<file path="src/rtl/fdm_pkg.sv">
package fdm_pkg;
   typedef struct packed {
      logic raw;   // waits on column unit before reading
      logic war;   // waits on column unit before writing
   } dep_cell_t;

   localparam int MIN_FU = 2;
   localparam int MAX_FU = 64;
endpackage

</file>
<file path="src/rtl/fdm_cell.sv">
module fdm_cell
   import fdm_pkg::*;
(
   input  logic      clk,
   input  logic      rst_n,
   input  logic      load,
   input  logic      clear,
   input  dep_cell_t d,
   output dep_cell_t q
);
   always_ff @(posedge clk) begin
      if (!rst_n)     q <= '0;
      else if (clear) q <= '0;       // retire beats a simultaneous load
      else if (load)  q <= d;
   end
endmodule

</file>
<file path="src/rtl/fdm_row_nor.sv">
module fdm_row_nor #(
   parameter int N = 8
) (
   input  logic [N-1:0] raw_row,
   input  logic [N-1:0] war_row,
   output logic         may_read,
   output logic         may_write
);
   assign may_read  = ~|raw_row;
   assign may_write = ~|war_row;
endmodule

</file>
<file path="src/rtl/fu_dep_matrix.sv">
module fu_dep_matrix
   import fdm_pkg::*;
#(
   parameter int NUM_FU = 8
) (
   input  logic              clk,
   input  logic              rst_n,
   input  logic [NUM_FU-1:0] issue_sel,
   input  logic [NUM_FU-1:0] raw_vec,
   input  logic [NUM_FU-1:0] war_vec,
   input  logic [NUM_FU-1:0] retire,
   output logic [NUM_FU-1:0] may_read,
   output logic [NUM_FU-1:0] may_write
);
   localparam int CELLS = NUM_FU * NUM_FU;

   generate
      if (NUM_FU < MIN_FU || NUM_FU > MAX_FU) begin : g_bad_size
         $error("fu_dep_matrix: NUM_FU out of range");
      end
   endgenerate

   // flattened state, row r occupies bits [r*NUM_FU +: NUM_FU]
   logic [CELLS-1:0] raw_flat;
   logic [CELLS-1:0] war_flat;

   for (genvar r = 0; r < NUM_FU; r++) begin : g_row
      for (genvar c = 0; c < NUM_FU; c++) begin : g_col
         if (r == c) begin : g_diag
            assign raw_flat[r*NUM_FU+c] = 1'b0;
            assign war_flat[r*NUM_FU+c] = 1'b0;
         end else begin : g_cell
            dep_cell_t cell_d;
            dep_cell_t cell_q;
            assign cell_d.raw = raw_vec[c];
            assign cell_d.war = war_vec[c];
            fdm_cell u_cell (
               .clk   (clk),
               .rst_n (rst_n),
               .load  (issue_sel[r]),
               .clear (retire[c]),
               .d     (cell_d),
               .q     (cell_q)
            );
            assign raw_flat[r*NUM_FU+c] = cell_q.raw;
            assign war_flat[r*NUM_FU+c] = cell_q.war;
         end
      end

      fdm_row_nor #(.N(NUM_FU)) u_nor (
         .raw_row   (raw_flat[r*NUM_FU +: NUM_FU]),
         .war_row   (war_flat[r*NUM_FU +: NUM_FU]),
         .may_read  (may_read[r]),
         .may_write (may_write[r])
      );
   end
endmodule

</file>
<file path="config.mk">
export PLATFORM = sky130hd
export DESIGN_NAME = fu_dep_matrix
export DESIGN_NICKNAME = d
export VERILOG_FILES = /design/src/rtl/fdm_pkg.sv /design/src/rtl/fdm_cell.sv /design/src/rtl/fdm_row_nor.sv /design/src/rtl/fu_dep_matrix.sv
export SDC_FILE = /design/constraint.sdc
export NUM_CORES = 1
export LEC_CHECK = 0
export ABC_AREA = 0
export ABC_CLOCK_PERIOD_IN_PS = 1800
export BUFFER_PORTS_ARGS = -buffer_cell sky130_fd_sc_hd__buf_2
export CORE_MARGIN = 2
export CORE_UTILIZATION = 25
export DETAILED_ROUTE_END_ITERATION = 10
export PLACE_DENSITY = 0.47
export SYNTH_ARGS = -nofsm -noshare
export SYNTH_HDL_FRONTEND = slang
export SYNTH_SLANG_ARGS = --single-unit
</file>
<file path="constraint.sdc">
create_clock -name clk -period 1.8 [get_ports clk]
set_clock_uncertainty 0.2 [all_clocks]
set_input_delay 0.09 -clock clk [delete_from_list [all_inputs] [get_ports clk]]
set_output_delay 0.09 -clock clk [all_outputs]
set_load 0.05 [all_outputs]
</file>
==> results of run 1 <==
## where the power goes
part	switching, W	total, W	internal [W]
sequential	0.0000607	0.00262	0.00256
clock	0.000907	0.00203	0.00112
combinational	0.000524	0.000922	0.000397
total	0.00149	0.00557	0.00408
## kinds of logic after synthesis
logic type             Yosys count  synth area share (%)
buffers and inverters           41                  6.13
AND/OR/NAND/NOR                152                  19.0
multiplexers                   112                  25.0
flip-flops                     112                  49.9
## cells in the mapped netlist
master | n | area (um2)
nor4_2 | 16 | 200
or4_4 | 16 | 180
buf_4 | 24 | 180
nor2_1 | 112 | 420
nand2b_1 | 8 | 50.1
buf_2 | 13 | 65.1
dfxtp_1 | 112 | 2240
clkbuf_4 | 4 | 30.0
mux2i_1 | 112 | 1120
## through the flow
step / instance area (um2) / hold WS [ps] / total power [W] / setup TNS (ps) / setup WS (ps)
final: 5570 / 35.1 / 0.00557 / -1080 / -104
after global routing: 5570 / 36.3 / 0.00582 / -2150 / -165
after CTS: 5490 / 25.5 / 0.00564 / -1650 / -126
after detailed placement: 4820 / 282 / 0.00346 / 0 / 137
after global placement: 4820 / 274 / 0.00345 / 0 / 119
after floorplan: 4490 / 37.2 / 0.00329 / 0 / 349
## worst max-delay path: cells and delay by family (launching register included)
family,cells,cell delay [ps]
buffers and inverters,1,210
flip-flops,1,310
AND/OR/NAND/NOR,2,750
## routing by layer
layer	share of wire [%]	up-vias	wire length, um	track usage (%)
met3	5.0	12	597	4.26
met2	46	68	5520	20.4
met5	0	-	0	0
li1	-	1501	-	-
met4	1.0	0	119	2.85
met1	48	1426	5710	17.2
## layout make-up
type	count	area, um2
clock inverters	6	68.8
clock buffers	10	239
fillers	1869	12200
well taps	229	287
repair buffers	78	611
flip-flops and latches	112	2250
multi-input cells	264	2110
## repair_timing
item,in CTS,in global routing
setup endpoints to repair,16,16
hold endpoints to repair,110,0
hold buffers,19,0
pin swaps,1,0
resized for setup,37,19
## worst max-delay path by stage
stage | to | depth (start not counted) | slack [ps]
2_1_floorplan | may_read[0] | 3 | 350
3_3_place_gp | may_write[5] | 3 | 120
3_5_place_dp | may_write[5] | 3 | 140
4_1_cts | may_write[5] | 3 | -130
5_1_grt | may_write[5] | 3 | -160
6_report | may_write[5] | 3 | -100
==> results.toml, run 1 <==
[outcome]
status = "finished, violations left"
violations = "negative setup slack"

[finish]
final_cell_mix = "mux2i_1, nor2_1, dfxtp_1, buf_2, dlygate4sd3_1"
largest_reg_flops = 112
drive_above_1_share_pct = 24.5
layoutNonFillerInstCount = 699
reg_top3 = "g_row.g_col.g_cell.u_cell.q (112)"
n_antenna_cell = 0
regMostFlops = "g_row.g_col.g_cell.u_cell.q"
final_util_pct = 31.3
nNetsFinal = 499
area_growth_pct = 24.1

[floorplan]
core_um2 = 17800
die_y_um = 138
ioPinCount = 50
rows = 49
initial_core_util_pct = 25.2
dieArea_um2 = 19000
die_w_um = 138

[grt]
gr-total-overflow = 0
grt_pass1_wl_um = 18400
grt_max_degree = 19
grt_antenna_before_repair = 0
grtUsageTotal_pct = 12.9
grt_pass1_vias = 3041

[routing]
firstDrtPassIters = 4
drc = 0
dr.first_iter.drc_count = 115
viasPerCell = 4.30
vias = 3007
drtAntennaViolNets = 0
routed_wl_um = 12000
wire_per_inst_um = 17.1

[logic_synthesis]
syn-cell-area_um2 = 4490
synthCells = 417
syn-num-nets = 451
yosysSeqAreaShare_pct = 49.9
ys.warnings.count = 0
syn_area_per_cell_um2 = 10.8
ys_types = 9
synth_seq_cells = 112

[power]
ir_drop_v = 0.000497
powerDensity_nw_per_um2 = 1000
power.leakage_nw = 2.42

[cts]
cts_inserted_buffers = 9
cts_buffer_depth = 2
cts_setup_buffers = 0
clk_latency_ps = 350
path_clk_slew_ps = 70
root_buffer = "clkbuf_16"
clock-sinks = 112
htreeDepth = 3
cts_tree = "yes"

[setup_path]
crit_chain = "or4_4 > nor4_4 > buf_6"
critical_path_class = "reg2out"
reg2regPathDepth = 3
critPathLaunch = "g_row[5].g_col[2].g_cell.u_cell.q[0]"
cp_data_required_time_ps = 1510
critPathMaxStageDelay_ps = 540
critPathCaptureType = "primary output"
r2r-end = "g_row[2].g_col[5].g_cell.u_cell.q[0]"
crit_path_start_kind = "flop"
crit_arrival_ps = 1610
r2r_slack_ps = 440
critical_path.slowest_cell = "or4_4"
crit_fanout = 2
worstReg2RegStart = "g_row[2].g_col[5].g_cell.u_cell.q[0]"

[sta]
finalSetupViolCount = 16
fin_crit_ps = 1900
tightest_slew_ps = 435
max_freq_mhz = 525
grt_setup_unrepaired = "true"
worst_slack_ps = -104
hold_violations = 0
min_period_over_period_pct = 106
max_slew_margin_pct = 71.0
drv_slew = 0

[place]
port_buffers = 49
gp_congestion = 0.730
dp.cells = 664
dpl.hpwl_um = 8040

[min_path]
hold_path_end = "g_row[4].g_col[5].g_cell.u_cell.q[1]"
min-delay-start = "issue_sel[4]"
min_delay_path_depth = 3
hp-class = "in2reg"

[flow_run]
drv_cap = 0
(Power assumes the default switching activity.)
==> inputs of run 2 (changes only) <==
--- a/config.mk
+++ b/config.mk
@@ -11,7 +11,9 @@
 export CORE_MARGIN = 2
 export CORE_UTILIZATION = 25
 export DETAILED_ROUTE_END_ITERATION = 10
+export GPL_TIMING_DRIVEN = 1
 export PLACE_DENSITY = 0.47
 export SYNTH_ARGS = -nofsm -noshare
 export SYNTH_HDL_FRONTEND = slang
+export SYNTH_HIERARCHICAL = 1
 export SYNTH_SLANG_ARGS = --single-unit
==> run 2 against run 1 <==
  * The flow now finishes without violations
  * Core utilization up 3.9 points
  * Setup slack improved by 110 ps
  * Sequential power is essentially flat
  * Via count rose by 15%
  * Register-to-register slack barely moved
  * Power increased by 2.3%
  * Sequential share of layout area is 3.3 points lower
  * Hold slack improved by 8.9 ps
  * Critical endpoint is now may_write[1]
==> results.toml, run 2 <==
[outcome]
status = "finished clean"

[floorplan]
dieArea_um2 = 18800
core_um2 = 17300
initial_core_util_pct = 25.7
die_w_um = 137
die_y_um = 137
ioPinCount = 50
rows = 48

[logic_synthesis]
async_flop_share_pct = 0
ys_types = 6
synthCells = 441
ys.warnings.count = 6
synth_area_leaders = "dfxtp_1, mux2i_1, nor2_1, nand2b_1, or4_1"
yosysTopAreaCellShare_pct = 50.5
synth_enable_flop_cells = 0
synth_area_leader_cell = "dfxtp_1"
synth_ff_type = "dfxtp_1"
syn_area_per_cell_um2 = 10.1
synth_seq_cells = 112
ys_top_cells_by_count = "nor2_1, dfxtp_1, mux2i_1"
syn-cell-area_um2 = 4440
yosysSeqAreaShare_pct = 50.5
yosysMostFrequentCell = "nor2_1"

[setup_path]
cpLargestDelayFamily = "simple AND/OR/NAND/NOR gates"
r2r_slack_ps = 430
worstReg2RegStart = "g_row[4].g_col[2].g_cell.u_cell/q[0]"
crit_buf_inv = 1
reg2regPathDepth = 3
critical_path_class = "reg2out"
crit_path_start_kind = "flop"
critPathMaxStageDelay_ps = 550
crit_fanout = 2
critical_path.slowest_cell = "or4_4"
critPathCaptureType = "primary output"
crit_chain = "or4_4 > nor2_4 > buf_6"
cp_data_required_time_ps = 1510
crit_arrival_ps = 1500
r2r-end = "g_row[4].g_col[2].g_cell.u_cell/q[0]"

[grt]
grt_max_degree = 22
gr-total-overflow = 0
grtUsageTotal_pct = 14.6
grt_pass1_vias = 3519
grt_antenna_before_repair = 0
grt_pass1_wl_um = 19700

[finish]
multi_input_area_um2 = 2490
nNetsFinal = 583
drive_above_1_share_pct = 23.3
largest_reg_flops = 112
regMostFlops = "g_row.g_col.g_cell.u_cell/q"
final_cell_mix = "mux2i_1, nor2_1, dfxtp_1, nand2b_1, buf_2"
regArea_um2 = 2260
area_growth_pct = 37.2
nFillCells = 1777
n_antenna_cell = 0
post-route-cell-area_um2 = 6090
reg_top3 = "g_row.g_col.g_cell.u_cell/q (112)"

[power]
powerDensity_nw_per_um2 = 936
power.leakage_nw = 2.64
switching_share_pct = 26.1
p_sw_w = 0.00148
power_frac_clock_pct = 37.4
intPower_w = 0.00422
comb_power_share_pct = 16.9
ir_drop_v = 0.000466
finalPower_w = 0.00570
seq_power_share_pct = 45.7

[sta]
finalSetupViolCount = 0
min_period_over_period_pct = 99.7
setup_tns_ps = 0
worst_slack_ps = 5.82
drv_slew = 0
whs_ps = 44.0
grt_setup_unrepaired = "true"
hold_violations = 0
max_freq_mhz = 557
fin_crit_ps = 1790

[cts]
cts_buffer_depth = 2
cts_inserted_buffers = 9
cts_tree = "yes"
root_buffer = "clkbuf_16"
clk_latency_ps = 340
clock-sinks = 112
htreeDepth = 3
path_clk_slew_ps = 70

[routing]
routed_wl_um = 13200
viasPerCell = 4.43
drtAntennaViolNets = 0
vias = 3448
firstDrtPassIters = 4
wire_per_inst_um = 16.9
dr.first_iter.drc_count = 139
drc = 0

[place]
dp_slack_ps = 240
dpl.hpwl_um = 8750
gp_congestion = 0.773
port_buffers = 49
post_dp_cell_area_um2 = 5060

[flow_run]
drv_cap = 0

[min_path]
hp-class = "in2reg"
min_delay_path_depth = 3
hold_path_end = "g_row[7].g_col[4].g_cell.u_cell/q[1]"
min-delay-start = "issue_sel[7]"
-- run 2: power groups by stage --
stage          combinational [W]  clock, W  sequential (W)
2_1_floorplan           0.000426         0         0.00264
3_3_place_gp            0.000722         0         0.00265
3_5_place_dp            0.000726         0         0.00265
4_1_cts                 0.000904   0.00219         0.00260
5_1_grt                  0.00103   0.00228         0.00261
6_report                0.000964   0.00213         0.00260
-- run 2: cells by family (layout without fill, tap and decap cells) --
group	Yosys count	count (layout)	share of synthesized area (%)
flops	112	112	50.5
mux	112	112	25.3
buf+inv	0	97	0
simple gates	216	216	24.1
other cells	1	16	0.0845
-- run 2: metal layers --
layer	vias up	track usage, %	wire length (um)
li1	1720	-	-
met1	1665	19.1	6340
met2	57	24.4	6280
met3	6	3.72	426
met4	0	2.81	122
met5	-	0	0
-- run 2: layout make-up --
type	count	share of cell area [%]
Multi-Input combinational cell	344	40.9
Sequential cell	112	37.1
Timing Repair Buffer	82	12.2
Tap cell	225	4.62
Clock buffer	10	3.76
Clock inverter	5	1.34
-- run 2: how the worst max path moves through the flow --
stage | startpoint | end | cells after the start
after floorplan | g_row[0].g_col[7].g_cell.u_cell/q[1] | may_read[0] | 2
after global placement | g_row[7].g_col[5].g_cell.u_cell/q[0] | may_write[7] | 3
after detailed placement | g_row[3].g_col[7].g_cell.u_cell/q[1] | may_read[3] | 3
after CTS | g_row[7].g_col[2].g_cell.u_cell/q[0] | may_write[7] | 3
after global routing | g_row[7].g_col[4].g_cell.u_cell/q[0] | may_write[7] | 3
final | g_row[1].g_col[6].g_cell.u_cell/q[0] | may_write[1] | 3
-- run 2: what timing repair did --
| item | 4_1_cts | 5_1_grt |
|---|---|---|
| pin swaps | 23 | 25 |
| endpoints found under the setup margin | 16 | 16 |
| hold endpoints to repair | 112 | 0 |
| setup buffers | 0 | 0 |
| hold buffers | 31 | 0 |
| gates resized for setup | 79 | 46 |
-- run 2: metrics by stage --
stage	instances	utilization [%]
after detailed placement	732	29.3
final	778	35.2
after floorplan	456	-
after global placement	732	29.3
after CTS	778	34.4
after global routing	778	35.2
-- run 2: tightest hold or removal path, cell delays in order --
cell and delay (ps):
buf_2 230, mux2i_1 160, nor2_1 70
